===== config.mk =====
export PLATFORM = sky130hd
export DESIGN_NAME = pwr_seq_top
export DESIGN_NICKNAME = d
export VERILOG_FILES = /design/src/rtl/pwr_seq_pkg.sv /design/src/rtl/pwr_seq_sync.sv /design/src/rtl/pwr_seq_fsm.sv /design/src/rtl/pwr_seq_gate.sv /design/src/rtl/pwr_seq_top.sv
export SDC_FILE = /design/constraint.sdc
export NUM_CORES = 1
export LEC_CHECK = 0
export ABC_AREA = 1
export BUFFER_PORTS_ARGS = -buffer_cell sky130_fd_sc_hd__buf_2
export CAP_MARGIN = 10
export CORE_MARGIN = 1.5
export CORE_UTILIZATION = 50
export DETAILED_ROUTE_END_ITERATION = 7
export PLACE_DENSITY = 0.8
export SYNTH_ARGS = -nofsm -noshare
export SYNTH_HDL_FRONTEND = slang
export SYNTH_HIERARCHICAL = 1
export SYNTH_SLANG_ARGS = --single-unit

===== constraint.sdc =====
create_clock -name clk -period 3.05 [get_ports clk]
set_input_delay 0.1525 -clock clk [delete_from_list [all_inputs] [get_ports clk]]
set_output_delay 0.1525 -clock clk [all_outputs]
set_load 0.005 [all_outputs]

===== src/rtl/pwr_seq_pkg.sv =====
package pwr_seq_pkg;

    typedef enum logic [2:0] {
        PS_OFF   = 3'd0,
        PS_DEEP  = 3'd1,
        PS_SLEEP = 3'd2,
        PS_WAKE  = 3'd3,
        PS_ON    = 3'd4
    } pwr_state_e;

    typedef struct packed {
        logic rtc;
        logic main;
        logic xtal;
        logic pll;
    } rails_t;

    typedef struct packed {
        logic mac;
        logic host;
        logic rtc;
        logic ext;
    } wake_t;

    function automatic rails_t rails_for(pwr_state_e s);
        rails_t r;
        r = '0;
        unique case (s)
            PS_DEEP:  r = '{rtc: 1'b1, main: 1'b0, xtal: 1'b0, pll: 1'b0};
            PS_SLEEP: r = '{rtc: 1'b1, main: 1'b1, xtal: 1'b0, pll: 1'b0};
            PS_WAKE,
            PS_ON:    r = '{rtc: 1'b1, main: 1'b1, xtal: 1'b1, pll: 1'b1};
            default:  r = '0;
        endcase
        return r;
    endfunction

    function automatic logic any_wake(wake_t w);
        return w.mac | w.host | w.rtc | w.ext;
    endfunction

endpackage


===== src/rtl/pwr_seq_sync.sv =====
module pwr_seq_sync #(
    parameter int STAGES = 2
) (
    input  logic clk,
    input  logic rst,
    input  logic d,
    output logic q
);
    logic [STAGES-1:0] chain;

    genvar g;
    generate
        for (g = 0; g < STAGES; g++) begin : g_stage
            if (g == 0) begin : g_first
                always_ff @(posedge clk) begin
                    if (rst) chain[0] <= 1'b0;
                    else     chain[0] <= d;
                end
            end else begin : g_next
                always_ff @(posedge clk) begin
                    if (rst) chain[g] <= 1'b0;
                    else     chain[g] <= chain[g-1];
                end
            end
        end
    endgenerate

    assign q = chain[STAGES-1];
endmodule


===== src/rtl/pwr_seq_fsm.sv =====
module pwr_seq_fsm
    import pwr_seq_pkg::*;
#(
    parameter int SETTLE_W = 16
) (
    input  logic                clk,
    input  logic                rst,
    input  logic                en,
    input  logic                sleep_req,
    input  logic                deep_sel,
    input  wake_t               wake,
    input  logic [SETTLE_W-1:0] settle_cfg,
    output pwr_state_e          state,
    output rails_t              rails
);
    localparam logic [SETTLE_W-1:0] CNT_ONE = SETTLE_W'(1);

    pwr_state_e          nxt;
    logic [SETTLE_W-1:0] cnt;
    logic                pend;
    logic                to_low;

    always_comb begin
        nxt = state;
        if (!en) begin
            nxt = PS_OFF;
        end else begin
            unique case (state)
                PS_OFF:   nxt = PS_WAKE;
                PS_WAKE:  if (cnt <= CNT_ONE) nxt = PS_ON;
                PS_ON:    if (sleep_req) nxt = deep_sel ? PS_DEEP : PS_SLEEP;
                PS_SLEEP: if (any_wake(wake) || pend) nxt = PS_WAKE;
                PS_DEEP:  if (wake.rtc || pend) nxt = PS_WAKE;
                default:  nxt = PS_OFF;
            endcase
        end
    end

    assign to_low = (state == PS_ON) && (nxt == PS_SLEEP || nxt == PS_DEEP);

    always_ff @(posedge clk) begin
        if (rst) begin
            state <= PS_OFF;
            cnt   <= '0;
            pend  <= 1'b0;
        end else begin
            state <= nxt;
            if (nxt == PS_WAKE && state != PS_WAKE)
                cnt <= settle_cfg;
            else if (state == PS_WAKE && cnt != '0)
                cnt <= cnt - CNT_ONE;
            if (to_low)
                pend <= deep_sel ? wake.rtc : any_wake(wake);
            else
                pend <= 1'b0;
        end
    end

    assign rails = rails_for(state);

    // a low synchronized enable forces Off on the next edge
    a_r1_off_when_disabled: assert property (@(posedge clk) disable iff (rst)
        !en |=> state == PS_OFF);

    // On is only ever entered from Wakeup
    a_r3_on_from_wake: assert property (@(posedge clk) disable iff (rst)
        (state == PS_ON && $past(state) != PS_ON) |-> $past(state) == PS_WAKE);

    // Deep-sleep is only entered from On with deep_sel high
    a_r7_deep_entry: assert property (@(posedge clk) disable iff (rst)
        (state == PS_DEEP && $past(state) != PS_DEEP) |-> ($past(state) == PS_ON && $past(deep_sel)));

    // Sleep leaves only for Wakeup or Off
    a_r8_sleep_exit: assert property (@(posedge clk) disable iff (rst)
        state == PS_SLEEP |=> (state == PS_SLEEP || state == PS_WAKE || state == PS_OFF));

    // after its first cycle, Deep-sleep holds unless an RTC wake arrives
    a_r9_deep_hold: assert property (@(posedge clk) disable iff (rst)
        (state == PS_DEEP && $past(state) == PS_DEEP && !wake.rtc && en) |=> state == PS_DEEP);
endmodule


===== src/rtl/pwr_seq_gate.sv =====
module pwr_seq_gate #(
    parameter int NBLK = 8
) (
    input  logic            clk,
    input  logic            rst,
    input  logic            is_on,
    input  logic [NBLK-1:0] clk_ctrl,
    input  logic            wfi_req,
    input  logic            cpu_irq,
    output logic [NBLK-1:0] blk_clk_en,
    output logic            cpu_clk_en
);
    logic cpu_gated;

    always_ff @(posedge clk) begin
        if (rst || !is_on) cpu_gated <= 1'b0;
        else if (cpu_irq)  cpu_gated <= 1'b0;
        else if (wfi_req)  cpu_gated <= 1'b1;
    end

    assign cpu_clk_en = is_on && !cpu_gated;

    genvar i;
    generate
        for (i = 0; i < NBLK; i++) begin : g_blk
            assign blk_clk_en[i] = is_on && clk_ctrl[i];
        end
    endgenerate

    // an interrupt restores the CPU clock while On
    a_r5_irq_ungates: assert property (@(posedge clk) disable iff (rst)
        (is_on && cpu_irq) |=> (!is_on || cpu_clk_en));

    // wait-for-interrupt without an interrupt stops the CPU clock
    a_r5_wfi_gates: assert property (@(posedge clk) disable iff (rst)
        (is_on && wfi_req && !cpu_irq) |=> !cpu_clk_en);
endmodule


===== src/rtl/pwr_seq_top.sv =====
module pwr_seq_top
    import pwr_seq_pkg::*;
#(
    parameter int SETTLE_W = 16,
    parameter int NBLK     = 8,
    parameter int SYNC_N   = 2
) (
    input  logic                clk,
    input  logic                rst,
    input  logic                chip_en_pin,
    input  logic                sleep_req,
    input  logic                deep_sel,
    input  logic                wake_mac,
    input  logic                wake_host,
    input  logic                wake_rtc,
    input  logic                wake_ext,
    input  logic [SETTLE_W-1:0] settle_cfg,
    input  logic [NBLK-1:0]     clk_ctrl,
    input  logic                wfi_req,
    input  logic                cpu_irq,
    output logic [2:0]          state_o,
    output logic                rtc_en,
    output logic                main_pwr_en,
    output logic                xtal_en,
    output logic                pll_en,
    output logic [NBLK-1:0]     blk_clk_en,
    output logic                cpu_clk_en
);
    logic       en_s;
    wake_t      wake;
    pwr_state_e state;
    rails_t     rails;

    assign wake = '{mac: wake_mac, host: wake_host, rtc: wake_rtc, ext: wake_ext};

    pwr_seq_sync #(.STAGES(SYNC_N)) u_sync (
        .clk (clk),
        .rst (rst),
        .d   (chip_en_pin),
        .q   (en_s)
    );

    pwr_seq_fsm #(.SETTLE_W(SETTLE_W)) u_fsm (
        .clk        (clk),
        .rst        (rst),
        .en         (en_s),
        .sleep_req  (sleep_req),
        .deep_sel   (deep_sel),
        .wake       (wake),
        .settle_cfg (settle_cfg),
        .state      (state),
        .rails      (rails)
    );

    pwr_seq_gate #(.NBLK(NBLK)) u_gate (
        .clk        (clk),
        .rst        (rst),
        .is_on      (state == PS_ON),
        .clk_ctrl   (clk_ctrl),
        .wfi_req    (wfi_req),
        .cpu_irq    (cpu_irq),
        .blk_clk_en (blk_clk_en),
        .cpu_clk_en (cpu_clk_en)
    );

    assign state_o     = state;
    assign rtc_en      = rails.rtc;
    assign main_pwr_en = rails.main;
    assign xtal_en     = rails.xtal;
    assign pll_en      = rails.pll;

    // no block clock runs unless the sequencer is On
    a_r4_blk_only_on: assert property (@(posedge clk) disable iff (rst)
        (blk_clk_en != '0) |-> (state_o == 3'd4 && xtal_en && pll_en));

    // a pin low for the whole synchronizer depth forces Off
    a_r1_pin_low_off: assert property (@(posedge clk) disable iff (rst)
        (!$past(chip_en_pin) && !$past(chip_en_pin, 2) && $past(rst, 2) == 1'b0) |=> state_o == 3'd0);
endmodule


==> results.sh <==
export IMPL_grt_max_degree=28
export IMPL_p_per_area_nw_per_um2=314
export IMPL_place_hpwl_um=2880
export IMPL_hold_viol_final=0
export IMPL_dieHeight_um=63.1
export IMPL_p_leak_nw=1.10
export IMPL_portBuffers=50
export IMPL_path_class="reg2reg"
export IMPL_hold_class="in2reg"
export IMPL_cts_root_buf="clkbuf_4"
export IMPL_crit_required_ns=3.23
export IMPL_period_needed_ns=2.20
export IMPL_drt_iter0_drc=96
export IMPL_finalSetupTns_ns=0
export IMPL_peakVddDrop_v=0.000283
export IMPL_worst_pin_slew_ns=0.632
export IMPL_cts_tree="yes"
export IMPL_io_pin_count=51
export IMPL_dieWidth_um=63.1
export IMPL_syn_to_final_growth_pct=14.2
export IMPL_antenna_found_initial=0
export IMPL_ff2ff_setup_slack_ns=0.85
export IMPL_critPathMaxFanout=11
export IMPL_numCtsBuffers=3
export IMPL_start_util=0.532
export IMPL_antenna_cells=0
export IMPL_postCtsSetupBuffers=0
export IMPL_synthCells=278
export IMPL_period_share=0.721
export IMPL_worstPathArrival_ns=2.38
export IMPL_clk_pin_slew_ns=0.13
export IMPL_rsz0062_at_grt="false"
export IMPL_yosysWarnings=6
export IMPL_cts_resized=0
export IMPL_place_congestion=0.854
export IMPL_cts_buffer_depth=2
export IMPL_cap_viol_max_count=0
export IMPL_netlist_area_um2=1800
export IMPL_endpoint_kind="register"
export IMPL_wl_per_cell_um=10.1
export IMPL_dieArea_um2=3980
export IMPL_place_inst=364
export IMPL_ys_seq_area_frac=0.255
export IMPL_relSlewSlack=0.579
export IMPL_final_nets=360
export IMPL_grt_total_usage=0.198
export IMPL_grt_overflow=0
export IMPL_core_um2=3390
export IMPL_viasPerCell=4.81
export IMPL_fmax_ghz=0.455
export IMPL_status="finished, final reports clean"
export IMPL_synth_seq_cells=23
export IMPL_syn_avg_cell_area_um2=6.49
export IMPL_drt_pass1_iterations=4
export IMPL_cts_num_sinks=23
export IMPL_clk_latency_ns=0.31
export IMPL_skew_ns=0.0119
export IMPL_htree_levels=1
export IMPL_ys_types=35
export IMPL_ctsHoldBuffers=0
export IMPL_fillerInstances=332
export IMPL_grt_pass1_wl_um=6540
export IMPL_start_kind="register"
export IMPL_final_antenna_net_count=0
export IMPL_drv_slew=0
export IMPL_via_count=1769
export IMPL_rows=21
export IMPL_drc=0
export IMPL_wl_um=3720
export IMPL_grt_pass1_vias=1569
export IMPL_synth_fp_nets=315
export IMPL_drive_gt1_frac=0.286
export IMPL_setup_viol=0
export IMPL_final_cells=368
Yosys cell counts, drive strengths merged:
cell type | number | area, um2
a211oi | 1 | 7.51
a21boi | 1 | 7.51
a21oi | 15 | 93.9
buf | 9 | 73.8
clkbuf | 1 | 3.75
clkinv | 1 | 3.75
dfxtp | 23 | 460
ha | 2 | 25.0
inv | 41 | 154
nand2 | 71 | 302
nand3 | 29 | 200
nand3b | 3 | 22.5
nand4 | 6 | 52.6
nor2 | 51 | 221
nor3 | 1 | 5.00
o211ai | 1 | 7.51
o21ai | 6 | 30.0
o22ai | 1 | 6.26
or2 | 2 | 12.5
xnor2 | 3 | 26.3
xor2 | 10 | 87.6
critical path, stage by stage (launching register included):
cell and delay (ns):
dfxtp_1 0.36, inv_1 0.08, ha_1 0.24, inv_1 0.07, nand2_1 0.06, nand2_1 0.08
nor2_2 0.04, nand2_2 0.09, nand2_4 0.07, nand2_4 0.11, nand2_2 0.08, nor2_2 0.50
nand3_1 0.14, nand2_1 0.10, a21oi_1 0.06
power breakdown:
group / leakage, nW / switching, mW / internal [mW]
Clock: 0.0150 / 0.0874 / 0.0510
Sequential: 0.188 / 0.0140 / 0.313
Combinational: 0.901 / 0.106 / 0.0756
cell usage in the layout, fill, tap and decap left out, types with 9 or more instances in the layout:
master,Yosys,routed
a21oi_1,12,12
buf_2,2,50
dfxtp_1,23,23
inv_1,36,36
nand2_1,63,63
nand3_1,18,18
nand3_2,11,11
nor2_1,41,41
nor2_2,9,9
xor2_1,10,10
stage by stage:
stage | cell area, um2 | power [mW] | setup slack, ns | hold WS [ns] | util
CTS | 2060 | 0.659 | 0.815 | 0.0205 | 0.608
detailed placement | 2030 | 0.514 | 0.862 | 0.362 | 0.600
global placement | 2030 | 0.511 | 0.970 | 0.354 | 0.600
floorplan | 1800 | 0.469 | 1.38 | 0.224 | -
finish | 2060 | 0.647 | 0.852 | 0.0459 | 0.608
global route | 2060 | 0.694 | 0.641 | 0.0391 | 0.608
final cells by class:
class | count | area, um2 | share of cell area
Multi-Input combinational cell | 203 | 1110 | 0.538
Tap cell | 46 | 57.6 | 0.0279
Timing Repair Buffer | 50 | 250 | 0.122
Inverter | 42 | 158 | 0.0765
Sequential cell | 23 | 460 | 0.224
Clock buffer | 4 | 26.3 | 0.0128
registers in the layout, indices dropped and copies added, names as in the netlist:
name              flops
u_fsm/state           3
u_sync/chain          1
u_sync/q              1
u_fsm/pend            1
u_gate/cpu_gated      1
u_fsm/cnt            16
cell families (layout without fill, tap and decap cells):
| family | after synthesis | after routing | synth area share |
|---|---|---|---|
| compound gates | 25 | 25 | 0.0847 |
| xor+xnor | 13 | 13 | 0.0632 |
| fa+ha+maj | 2 | 2 | 0.0139 |
| buf+inv | 52 | 96 | 0.130 |
| flops | 23 | 23 | 0.255 |
| simple gates | 163 | 163 | 0.452 |
final timing paths:
path | startpoint | end | depth (start not counted)
worst min register to register | u_sync/chain[0] | u_sync/q | 2
worst max register to register | u_fsm/cnt[0] | u_fsm/cnt[12] | 14
worst min-delay path | chip_en_pin | u_sync/chain[0] | 3
worst max-delay path | u_fsm/cnt[0] | u_fsm/cnt[12] | 14
layer usage:
metal / routed length [um] / vias up / GRT usage / part of all wire
met4: 16 / 0 / 0.0417 / 0.0043
met3: 165 / 2 / 0.0321 / 0.044
li1: - / 951 / - / -
met1: 1810 / 782 / 0.273 / 0.49
met2: 1730 / 34 / 0.324 / 0.47
met5: 0 / - / 0 / 0
Power figures use the tool's default switching activity.
